File: config.mk
export PLATFORM = sky130hd
export DESIGN_NAME = load_use_stall_unit
export DESIGN_NICKNAME = d
export VERILOG_FILES = /design/src/rtl/hzd_pkg.sv /design/src/rtl/hzd_src_match.sv /design/src/rtl/hzd_stall_decide.sv /design/src/rtl/hzd_bubble_mux.sv /design/src/rtl/load_use_stall_unit.sv
export SDC_FILE = /design/constraint.sdc
export NUM_CORES = 1
export LEC_CHECK = 0
export BUFFER_PORTS_ARGS = -buffer_cell sky130_fd_sc_hd__buf_2
export CAP_MARGIN = 30
export CORE_AREA = 2 2 39 41
export DETAILED_ROUTE_END_ITERATION = 6
export DIE_AREA = 0 0 41 43
export GPL_ROUTABILITY_DRIVEN = 0
export PLACE_DENSITY = 0.52
export SYNTH_ARGS = -nofsm -noshare
export SYNTH_HDL_FRONTEND = slang
export SYNTH_HIERARCHICAL = 1
export SYNTH_SLANG_ARGS = --single-unit
File: constraint.sdc
create_clock -name vclk -period 2.1
set_clock_uncertainty 0.15 [all_clocks]
set_input_delay 0.105 -clock vclk [all_inputs]
set_output_delay 0.105 -clock vclk [all_outputs]
set_load 0.03 [all_outputs]
File: src/rtl/hzd_pkg.sv
package hzd_pkg;
  // Which decode source collided with the pending load (for observation).
  typedef enum logic [1:0] {
    HZ_NONE = 2'd0,
    HZ_SRC_A = 2'd1,
    HZ_SRC_B = 2'd2,
    HZ_BOTH = 2'd3
  } hz_src_e;

  function automatic hz_src_e classify_hits(input logic hit_a, input logic hit_b);
    return hz_src_e'({hit_b, hit_a});
  endfunction
endpackage

File: src/rtl/hzd_src_match.sv
module hzd_src_match #(
  parameter int AW = 5,
  parameter int NSRC = 2
) (
  input  logic [NSRC-1:0][AW-1:0] src_idx,
  input  logic [AW-1:0]           dst_idx,
  output logic [NSRC-1:0]         hit
);
  function automatic logic same_reg(input logic [AW-1:0] a, input logic [AW-1:0] b);
    return (a ^ b) == '0;
  endfunction

  for (genvar g = 0; g < NSRC; g++) begin : g_cmp
    assign hit[g] = same_reg(src_idx[g], dst_idx);
  end
endmodule

File: src/rtl/hzd_stall_decide.sv
module hzd_stall_decide #(
  parameter int AW = 5,
  parameter int NSRC = 2
) (
  input  logic [NSRC-1:0] hit,
  input  logic [AW-1:0]   dst_idx,
  input  logic            wr_en,
  input  logic            is_load,
  output logic            load_live,
  output logic            stall
);
  localparam logic [AW-1:0] ZERO_REG = '0;

  // A pending result can only arrive late if it comes from memory
  // and lands in a register that actually holds state.
  function automatic logic late_producer(input logic we, input logic ld,
                                         input logic [AW-1:0] rd);
    return we & ld & (rd != ZERO_REG);
  endfunction

  assign load_live = late_producer(wr_en, is_load, dst_idx);
  assign stall     = load_live & (|hit);
endmodule

File: src/rtl/hzd_bubble_mux.sv
module hzd_bubble_mux #(
  parameter int CW = 8
) (
  input  logic [CW-1:0] ctrl_in,
  input  logic          kill,
  output logic [CW-1:0] ctrl_out
);
  for (genvar b = 0; b < CW; b++) begin : g_bit
    assign ctrl_out[b] = ctrl_in[b] & ~kill;
  end
endmodule

File: src/rtl/load_use_stall_unit.sv
module load_use_stall_unit #(
  parameter int AW = 5,
  parameter int CW = 8
) (
  input  logic [AW-1:0] dec_src_a,
  input  logic [AW-1:0] dec_src_b,
  input  logic [CW-1:0] dec_ctrl_in,
  input  logic [AW-1:0] ex_dst,
  input  logic          ex_wr_en,
  input  logic          ex_is_load,
  output logic          fetch_hold,
  output logic          decode_hold,
  output logic          bubble_insert,
  output logic [CW-1:0] ex_ctrl_out
);
  import hzd_pkg::*;

  localparam int NSRC = 2;

  logic [NSRC-1:0][AW-1:0] src_vec;
  logic [NSRC-1:0]         src_hit;
  logic                    load_live;
  logic                    stall_req;
  hz_src_e                 hit_kind;

  assign src_vec[0] = dec_src_a;
  assign src_vec[1] = dec_src_b;

  hzd_src_match #(.AW(AW), .NSRC(NSRC)) u_match (
    .src_idx (src_vec),
    .dst_idx (ex_dst),
    .hit     (src_hit)
  );

  hzd_stall_decide #(.AW(AW), .NSRC(NSRC)) u_decide (
    .hit       (src_hit),
    .dst_idx   (ex_dst),
    .wr_en     (ex_wr_en),
    .is_load   (ex_is_load),
    .load_live (load_live),
    .stall     (stall_req)
  );

  hzd_bubble_mux #(.CW(CW)) u_bubble (
    .ctrl_in  (dec_ctrl_in),
    .kill     (stall_req),
    .ctrl_out (ex_ctrl_out)
  );

  assign hit_kind      = load_live ? classify_hits(src_hit[0], src_hit[1]) : HZ_NONE;
  assign fetch_hold    = stall_req;
  assign decode_hold   = stall_req;
  assign bubble_insert = stall_req;
endmodule

==> results_dict.tcl <==
set metrics [dict create \
    status "finished clean" \
    drt_iter0_drc 0 \
    die_w_um 41 \
    fp.coreArea_um2 1384 \
    start_util_pct 15.46 \
    ant_nets 0 \
    hp-class "in -> out" \
    regArea_um2 0 \
    final_layout_size_suffix_gt1_share_pct 64.06 \
    max-cap-violations 0 \
    slew_headroom_pct 84.57 \
    finalWorstSetupSlack_ns 0.5463 \
    finalHoldViolCount 0 \
    crit_top_cell "buf_2" \
    layout_commonest_cell "buf_2" \
    slowest_delay_ns 0.19 \
    drt_wl_total_um 666 \
    synthesis.area_um2 214.0 \
    fmax_mhz 643.6 \
    grt_pass1_wl_mm 1.097 \
    fp-row-count 14 \
    critical_path_required_ns 1.85 \
    overflow 0 \
    dp_slack_ns 0.5309 \
    cp_cell_sequence "buf_2 > xnor2_1 > nand3_1 > nor3_2 > nor2_1 > a211oi_2 > buf_4 > nor2b_1 > buf_2" \
    wire_per_inst_um 8.325 \
    dr.pass1.iters 1 \
    fp.dieH_um 43 \
    peakVddDrop_mv 0.06847 \
    ctsResizeCount 0 \
    drc_errors 0 \
    slew_viol_final 0 \
    rsz0062_at_grt "no" \
    post-route-min-period_ns 1.554 \
    worst_ep_arrival_time_ns 1.30 \
    syn2layout_area_growth_pct 92.40 \
    critPathLaunchType "primary input" \
    worst_slew_pin_slew_ns 0.2296 \
    grt_max_degree 12 \
    crit_type "in -> out" \
    min_period_over_period_pct 73.99 \
    crit_fanout 11 \
    vias 301 \
    clockBufferCount 0 \
    finalSetupTns_ns 0 \
    io_buffers 36 \
    avgSynthCellArea_um2 7.378 \
    num_antenna_cells 0 \
    setup_viol 0 \
    grt_usage_pct 8.092 \
    ctsHoldBuffers 0 \
    layout_common_cells "36 x buf_2, 8 x nor2b_1, 6 x xnor2_1" \
    post_cts_buffers 0 \
    end_kind "primary output" \
    syn-num-nets 54 \
    design.seq.count 0 \
    grt_pass1_vias 249 \
    dieArea_um2 1763 \
    cpMaxStageDelayCell "nor3_2" \
    ios 36 \
    yosysWarningCount 6 \
    synthCells 29 \
    antenna_found_initial 0 \
    leakage_nw 0.2179 \
    vias_per_cell 3.763 \
    hpwlAfterDp_um 618.6 \
    p_per_area_nw_per_um2 221.0 \
    nets 91 \
]
## power breakdown
part,switching (W),internal (W)
Sequential,0,0
Combinational,0.0000496,0.0000413
Clock,0,0
Total,0.0000496,0.0000413
## metrics by stage
stage	hold WS [ns]	utilization [%]	instance area, um^2	cells	total power (W)
4_1_cts	0.4236	29.75	411.6	80	0.00009217
2_1_floorplan	0.2332	-	219.0	29	0.00005205
5_1_grt	0.4363	29.75	411.6	80	0.00009859
3_3_place_gp	0.4280	29.75	411.6	80	0.00009157
6_report	0.4229	29.75	411.6	80	0.00009098
3_5_place_dp	0.4236	29.75	411.6	80	0.00009192
## routing by layer
metal	routed length, um	vias to the layer above	share of wire (%)	global-route usage (%)
li1	-	162	-	-
met1	253	128	38	12.34
met2	352	11	53	12.50
met3	60	0	9.0	1.047
met4	0	0	0	0
met5	0	-	0	0
## final timing paths
kind | start | end | slack (ns) | depth (start not counted)
max | ex_dst[1] | ex_ctrl_out[0] | 0.55 | 9
min | dec_ctrl_in[6] | ex_ctrl_out[6] | 0.42 | 3
## layout make-up
| cell class | count | area, um^2 |
|---|---|---|
| Tap cell | 16 | 20.02 |
| Timing Repair Buffer | 37 | 187.7 |
| Inverter | 1 | 3.754 |
| Fill cell | 172 | 972.2 |
| Multi-Input combinational cell | 26 | 200.2 |
## critical path: cells and delay by family
| family | cells | cell delay (ns) |
|---|---|---|
| compound gates | 1 | 0.14 |
| xor+xnor | 1 | 0.15 |
| buf+inv | 3 | 0.49 |
| simple gates | 4 | 0.41 |
Power figures use the tool's default switching activity.
